File: src/rtl/sdr_init_pkg.sv
package sdr_init_pkg;

  typedef enum logic [2:0] {
    OP_RUN  = 3'd0,
    OP_CKE  = 3'd1,
    OP_PALL = 3'd2,
    OP_AREF = 3'd3,
    OP_LMR  = 3'd4,
    OP_SREF = 3'd5,
    OP_PDWN = 3'd6,
    OP_RSV  = 3'd7
  } sdr_op_e;

  // {ras_n, cas_n, we_n}
  localparam logic [2:0] RCW_NOP  = 3'b111;
  localparam logic [2:0] RCW_PALL = 3'b010;
  localparam logic [2:0] RCW_AREF = 3'b001;
  localparam logic [2:0] RCW_LMR  = 3'b000;

  function automatic logic op_supported(input sdr_op_e op);
    return (op == OP_RUN) || (op == OP_CKE) || (op == OP_PALL) ||
           (op == OP_AREF) || (op == OP_LMR);
  endfunction

  // Busy cycles of the first segment of a step.
  function automatic int unsigned first_span(input sdr_op_e op,
                                             input logic [3:0] trp,
                                             input logic [3:0] trc,
                                             input logic [3:0] tmrd,
                                             input int unsigned pwrup);
    case (op)
      OP_CKE:  return pwrup;
      OP_PALL: return int'(trp) + 1;
      OP_AREF: return int'(trc) + 1;
      OP_LMR:  return int'(tmrd) + 1;
      default: return 1;
    endcase
  endfunction

  // Mode word: burst length in [2:0], CAS latency in [6:4].
  function automatic logic [15:0] mode_word(input logic [2:0] cas,
                                            input logic [2:0] bl);
    return {9'd0, cas, 1'b0, bl};
  endfunction

endpackage

File: src/rtl/sdr_step_engine.sv
module sdr_step_engine
  import sdr_init_pkg::*;
#(
  parameter int unsigned CW        = 16,
  parameter int unsigned PWRUP_CYC = 20000
) (
  input  logic       clk,
  input  logic       rst_n,
  input  logic       accept,
  input  sdr_op_e    op,
  input  logic [1:0] target,
  input  logic [3:0] nrfs,
  input  logic [3:0] trp,
  input  logic [3:0] trc,
  input  logic [3:0] tmrd,
  input  logic       ref_fire,
  input  logic [1:0] ref_mask,
  output logic       busy,
  output logic       issue,
  output sdr_op_e    issue_op,
  output logic [1:0] issue_mask
);

  logic          busy_q;
  logic [CW-1:0] cnt_q;
  logic [3:0]    reps_q;
  logic [1:0]    mask_q;
  logic          seg_end;
  int unsigned   span;

  assign busy    = busy_q;
  assign seg_end = busy_q && (cnt_q == '0);
  assign span    = first_span(op, trp, trc, tmrd, PWRUP_CYC);

  always_comb begin
    issue      = 1'b0;
    issue_op   = OP_RUN;
    issue_mask = mask_q;
    if (accept) begin
      issue      = 1'b1;
      issue_op   = op;
      issue_mask = target;
    end else if (ref_fire) begin
      issue      = 1'b1;
      issue_op   = OP_AREF;
      issue_mask = ref_mask;
    end else if (seg_end && (reps_q != '0)) begin
      issue      = 1'b1;
      issue_op   = OP_AREF;
      issue_mask = mask_q;
    end
  end

  always_ff @(posedge clk or negedge rst_n) begin
    if (!rst_n) begin
      busy_q <= 1'b0;
      cnt_q  <= '0;
      reps_q <= '0;
      mask_q <= '0;
    end else if (accept) begin
      busy_q <= 1'b1;
      cnt_q  <= CW'(span - 1);
      reps_q <= (op == OP_AREF) ? nrfs : 4'd0;
      mask_q <= target;
    end else if (ref_fire) begin
      busy_q <= 1'b1;
      cnt_q  <= CW'(trc);
      reps_q <= '0;
      mask_q <= ref_mask;
    end else if (busy_q) begin
      if (cnt_q != '0) begin
        cnt_q <= cnt_q - 1'b1;
      end else if (reps_q != '0) begin
        reps_q <= reps_q - 1'b1;
        cnt_q  <= CW'(trc);
      end else begin
        busy_q <= 1'b0;
      end
    end
  end

endmodule

File: src/rtl/sdr_refresh_timer.sv
module sdr_refresh_timer #(
  parameter int unsigned RW = 13
) (
  input  logic          clk,
  input  logic          rst_n,
  input  logic          load,
  input  logic [1:0]    load_mask,
  input  logic          reload,
  input  logic [RW-1:0] period,
  output logic          due,
  output logic [1:0]    mask
);

  logic          en_q;
  logic [RW-1:0] cnt_q;
  logic [1:0]    mask_q;

  assign due  = en_q && (cnt_q == '0);
  assign mask = mask_q;

  always_ff @(posedge clk or negedge rst_n) begin
    if (!rst_n) begin
      en_q   <= 1'b0;
      cnt_q  <= '0;
      mask_q <= '0;
    end else if (load) begin
      en_q   <= 1'b1;
      cnt_q  <= period;
      mask_q <= mask_q | load_mask;
    end else if (reload) begin
      cnt_q <= period;
    end else if (en_q && (cnt_q != '0)) begin
      cnt_q <= cnt_q - 1'b1;
    end
  end

endmodule

File: src/rtl/sdr_cmd_encoder.sv
module sdr_cmd_encoder
  import sdr_init_pkg::*;
#(
  parameter int unsigned AW  = 13,
  parameter int unsigned BAW = 2
) (
  input  logic           clk,
  input  logic           rst_n,
  input  logic           issue,
  input  sdr_op_e        op,
  input  logic [1:0]     mask,
  input  logic [2:0]     cas,
  input  logic [2:0]     bl,
  output logic [1:0]     cke,
  output logic [1:0]     cs_n,
  output logic           ras_n,
  output logic           cas_n,
  output logic           we_n,
  output logic [BAW-1:0] ba,
  output logic [AW-1:0]  addr
);

  localparam logic [AW-1:0] A10 = AW'(1) << 10;

  logic [15:0] mw;
  assign mw = mode_word(cas, bl);

  always_ff @(posedge clk or negedge rst_n) begin
    if (!rst_n) begin
      cke                   <= '0;
      cs_n                  <= '0;
      {ras_n, cas_n, we_n}  <= RCW_NOP;
      ba                    <= '0;
      addr                  <= '0;
    end else begin
      cs_n                 <= '0;
      {ras_n, cas_n, we_n} <= RCW_NOP;
      ba                   <= '0;
      addr                 <= '0;
      if (issue) begin
        case (op)
          OP_CKE: cke <= cke | mask;
          OP_PALL: begin
            cs_n                 <= ~mask;
            {ras_n, cas_n, we_n} <= RCW_PALL;
            addr                 <= A10;
          end
          OP_AREF: begin
            cs_n                 <= ~mask;
            {ras_n, cas_n, we_n} <= RCW_AREF;
          end
          OP_LMR: begin
            cs_n                 <= ~mask;
            {ras_n, cas_n, we_n} <= RCW_LMR;
            addr                 <= mw[AW-1:0];
          end
          default: ;
        endcase
      end
    end
  end

endmodule

File: src/rtl/sdr_init_seq.sv
module sdr_init_seq
  import sdr_init_pkg::*;
#(
  parameter int unsigned AW        = 13,
  parameter int unsigned BAW       = 2,
  parameter int unsigned RW        = 13,
  parameter int unsigned CLK_MHZ   = 100,
  parameter int unsigned PWRUP_US  = 200,
  parameter int unsigned PWRUP_CYC = CLK_MHZ * PWRUP_US
) (
  input  logic           clk,
  input  logic           rst_n,
  input  logic           cmd_valid,
  input  logic [2:0]     cmd_mode,
  input  logic [1:0]     cmd_target,
  input  logic [3:0]     cmd_nrfs,
  input  logic [2:0]     cfg_cas,
  input  logic [2:0]     cfg_bl,
  input  logic [3:0]     cfg_tmrd,
  input  logic [3:0]     cfg_trp,
  input  logic [3:0]     cfg_trc,
  input  logic [RW-1:0]  cfg_refcnt,
  output logic           busy,
  output logic [1:0]     sd_cke,
  output logic [1:0]     sd_cs_n,
  output logic           sd_ras_n,
  output logic           sd_cas_n,
  output logic           sd_we_n,
  output logic [BAW-1:0] sd_ba,
  output logic [AW-1:0]  sd_addr
);

  localparam int unsigned CW_RAW = $clog2(PWRUP_CYC + 1);
  localparam int unsigned CW     = (CW_RAW > 5) ? CW_RAW : 5;

  sdr_op_e    op;
  logic       accept;
  logic       ref_due;
  logic       ref_fire;
  logic [1:0] ref_mask;
  logic       issue;
  sdr_op_e    issue_op;
  logic [1:0] issue_mask;

  assign op       = sdr_op_e'(cmd_mode);
  assign accept   = cmd_valid && !busy && op_supported(op);
  assign ref_fire = ref_due && !busy && !accept;

  sdr_step_engine #(.CW(CW), .PWRUP_CYC(PWRUP_CYC)) u_engine (
    .clk(clk), .rst_n(rst_n), .accept(accept), .op(op),
    .target(cmd_target), .nrfs(cmd_nrfs), .trp(cfg_trp), .trc(cfg_trc),
    .tmrd(cfg_tmrd), .ref_fire(ref_fire), .ref_mask(ref_mask),
    .busy(busy), .issue(issue), .issue_op(issue_op), .issue_mask(issue_mask)
  );

  sdr_refresh_timer #(.RW(RW)) u_refresh (
    .clk(clk), .rst_n(rst_n), .load(accept && (op == OP_RUN)),
    .load_mask(cmd_target), .reload(ref_fire), .period(cfg_refcnt),
    .due(ref_due), .mask(ref_mask)
  );

  sdr_cmd_encoder #(.AW(AW), .BAW(BAW)) u_enc (
    .clk(clk), .rst_n(rst_n), .issue(issue), .op(issue_op),
    .mask(issue_mask), .cas(cfg_cas), .bl(cfg_bl), .cke(sd_cke),
    .cs_n(sd_cs_n), .ras_n(sd_ras_n), .cas_n(sd_cas_n), .we_n(sd_we_n),
    .ba(sd_ba), .addr(sd_addr)
  );

endmodule

File: config.mk
export PLATFORM = sky130hd
export DESIGN_NAME = sdr_init_seq
export DESIGN_NICKNAME = d
export VERILOG_FILES = /design/src/rtl/sdr_init_pkg.sv /design/src/rtl/sdr_step_engine.sv /design/src/rtl/sdr_refresh_timer.sv /design/src/rtl/sdr_cmd_encoder.sv /design/src/rtl/sdr_init_seq.sv
export SDC_FILE = /design/constraint.sdc
export NUM_CORES = 1
export LEC_CHECK = 0
export CORE_MARGIN = 2
export CORE_UTILIZATION = 64
export DETAILED_ROUTE_END_ITERATION = 16
export DONT_BUFFER_PORTS = 1
export PLACE_DENSITY = 0.86
export SKIP_LAST_GASP = 1
export SLEW_MARGIN = 0
export SYNTH_ARGS = -nofsm -noshare
export SYNTH_HDL_FRONTEND = slang
export SYNTH_SLANG_ARGS = --single-unit
export TNS_END_PERCENT = 20
File: constraint.sdc
create_clock -name clk -period 3 [get_ports clk]
set_input_delay 0.15 -clock clk [delete_from_list [all_inputs] [get_ports clk]]
set_output_delay 0.15 -clock clk [all_outputs]
set_load 0.02 [all_outputs]
==> run summary <==
Status - finished clean
Minimum clock period - 2.61 ns
GRT Overall Usage - 26.5%
PortBufs - 0
Resized cells post-CTS - 0
CTS Buf Count - 5
Crit path max-delay cell type - or4b_4
Final Max Slew Viols - 0
Area delta synth->final - 7.67%
RSZ-0062 raised after global routing - false
Commonest cells after routing, fill and taps aside - dfrtp_1 (49), nor2_1 (39), nand2_1 (25)
Tcrit/Tclk final - 87.0%
Synth Flop Type - dfrtp_1
Share of cells above drive strength 1 - 13.6%
Worst setup SP type - flop
DR iter-0 viols - 239
P_sw - 1.01 mW
Yosys warnings - 0
Largest cells by area after synthesis - dfrtp_1 (37%), nor2_1 (4.5%), a21oi_1 (3.7%)
Multi-input gate area - 1780 µm²
Storage element area - 1310 µm²
Clock buffer depth - 2
Area of the core - 5010 µm²
Peak VDD IR - 400 µV
Pin count of the biggest net entering global routing - 53
Global-route wire length before repair - 11.5 mm
Row Count - 26
Die Span X - 75.6 µm
Post-Syn Instances - 351
Ant. Diodes - 0
Int Power - 1.57 mW
WL/cell - 17.2 µm
Initial antenna violation count - 0
CP Cell Sequence - inv_1, ha_1, or4b_4, nor4_4, and3_1, nor2_1, buf_4, nor2_1, a21oi_1
Switching part of the total - 39.2%
Clock sinks - 52
Clk_skew - 0.00672 ns
Fillers - 358
Worst skew pair latency - 0.31 ns
Post-synth top area cell - dfrtp_1
Mapped cell area - 3280 µm²
Initial Util - 65.4%
Post-synth EDFFs - 0
Buffers plus inverters on the worst setup path - 2
Power Dens Cells - 729 nW/µm²
Worst hold path type - in -> reg
Die ar. - 5710 µm²
Lkg Pwr - 1.49 nW
Layout Utilization - 70.5%
CP required - 3.21 ns
H-Tree Level Count - 2
Critical Path Sink Type - flop
Max_cap viols - 0
Via count - 2,683
Clock-pin transition on the worst setup and hold timing paths - 0.09 ns
CP delay by family, top - simple AND/OR/NAND/NOR gates
Final setup vio count - 0
CTS Root Cell - clkbuf_8
Synth top area share - 37.4%
Initial DRT Pass Iterations - 4
Final wirelength - 7.43 mm
Nets - 410
Synth Register Bits - 52
Crit-path max FO - 16
IO Pins - 66
Pre-CTS WS - 0.409 ns
Commonest non-fill, non-tap cell in the layout - dfrtp_1
Vias in the first global route - 2,547
Synthesized area per cell - 9.34 µm²
WS Path Type - reg -> reg
Clock power frac - 15.7%
Seq/Total Area, Yosys - 39.8%
Final worst slack - 0.390 ns
CP most frequent cell - nor2_1
Gate power share - 38.5%
Transition time of the tightest slew-check pin - 1.01 ns
CTS tree - done
Die height - 75.6 µm
Max-slew headroom - 32.7%
Crit path largest cell delay - 0.50 ns
Grt total ovfl - 0
Part of the power in registers - 45.8%
Setup TNS - 0 ns
# DRC - 0
GPL Wtd Cong - 0.940
Final antenna-violating net count - 0
Worst EP arrival - 2.82 ns
Synth cell types - 78
Final-report hold violation count - 0
Vias per cell - 6.23
Max Clk Rate - 0.383 GHz
Hold slack final - 0.000578 ns
Async SR Flop Fraction - 100%
Final HPWL DP - 5.23 mm
-- power groups by stage --
stage                     sequential [mW]  combinational (mW)  clock (mW)
after global placement               1.17               0.906           0
after floorplan                      1.11               0.837           0
after CTS                            1.17               0.979       0.403
after detailed placement             1.17               0.940           0
final                                1.18               0.991       0.405
after global routing                 1.20                1.10       0.443
-- metal layers --
metal | global-route usage, % | wire (µm) | vias to the layer above
li1 | - | - | 1270
met1 | 32.7 | 3140 | 1294
met3 | 5.82 | 405 | 19
met5 | 0 | 0 | -
met2 | 45.2 | 3750 | 100
met4 | 10.7 | 140 | 0
-- through the flow --
step | instance area (µm²) | total power [mW] | instances
global placement | 3270 | 2.07 | 408
finish | 3530 | 2.57 | 431
floorplan | 3300 | 1.95 | 358
global route | 3530 | 2.74 | 431
CTS | 3500 | 2.55 | 428
detailed placement | 3270 | 2.11 | 408
-- logic make-up (layout without fill, tap and decap cells) --
family	Yosys count	in the layout	share of synthesized area, %
and+or+nand+nor	130	130	21.8
muxes	2	2	0.687
other	1	8	0.114
xor gates and xnor gates	16	16	4.27
DFF	52	52	39.8
adders and majority gates	7	7	2.67
buffers and inverters	40	43	6.64
AOI/OAI and AO/OA	103	103	24.0
-- state kept, by name (all words and copies together), names as in the netlist, 2 cells and up --
signal	count
u_enc.cs_n	2
u_engine.mask_q	2
u_enc.addr	7
u_refresh.cnt_q	13
u_engine.cnt_q	15
u_refresh.mask	2
u_engine.reps_q	4
u_enc.cke	2
-- synth_stat cells (5+ instances only) --
library cell  instances
nor3_1               12
ha_1                  7
xnor2_1              10
nor2_1               39
clkbuf_1              7
xor2_1                6
a31oi_1               6
inv_1                14
dfrtp_1              49
and3_1                9
o21ai_0              14
nand2_1              25
buf_4                11
a21oi_1              24
nand3_1               7
buf_2                 5
o21ai_1               8
-- cell type report --
type | instances | share of cell area (%)
Timing Repair Buffer | 20 | 5.81
Sequential cell | 52 | 37.0
Clock buffer | 6 | 2.06
Tap cell | 70 | 2.48
Inverter | 15 | 1.74
Multi-Input combinational cell | 266 | 50.5
Clock inverter | 2 | 0.461
-- worst paths after layout --
check                              startpoint            endpoint  slack, ns  depth (start not counted)
max reg2reg                u_refresh.cnt_q[0]  u_refresh.cnt_q[9]       0.39                          9
max in group asynchronous               rst_n         u_enc.ras_n       2.37                          2
min in group asynchronous               rst_n  u_refresh.cnt_q[3]       0.35                          2
min reg2reg                 u_refresh.mask[0]   u_refresh.mask[0]       0.48                          1
min                             cfg_refcnt[9]  u_refresh.cnt_q[9]     0.0006                          2
max                        u_refresh.cnt_q[0]  u_refresh.cnt_q[9]       0.39                          9
-- repair_timing --
action | 4_1_cts | 5_1_grt
setup buffers | 0 | 0
hold endpoints to repair | 65 | 4
hold buffers | 12 | 3
setup endpoints to repair | 0 | 0
(Power assumes the default switching activity.)
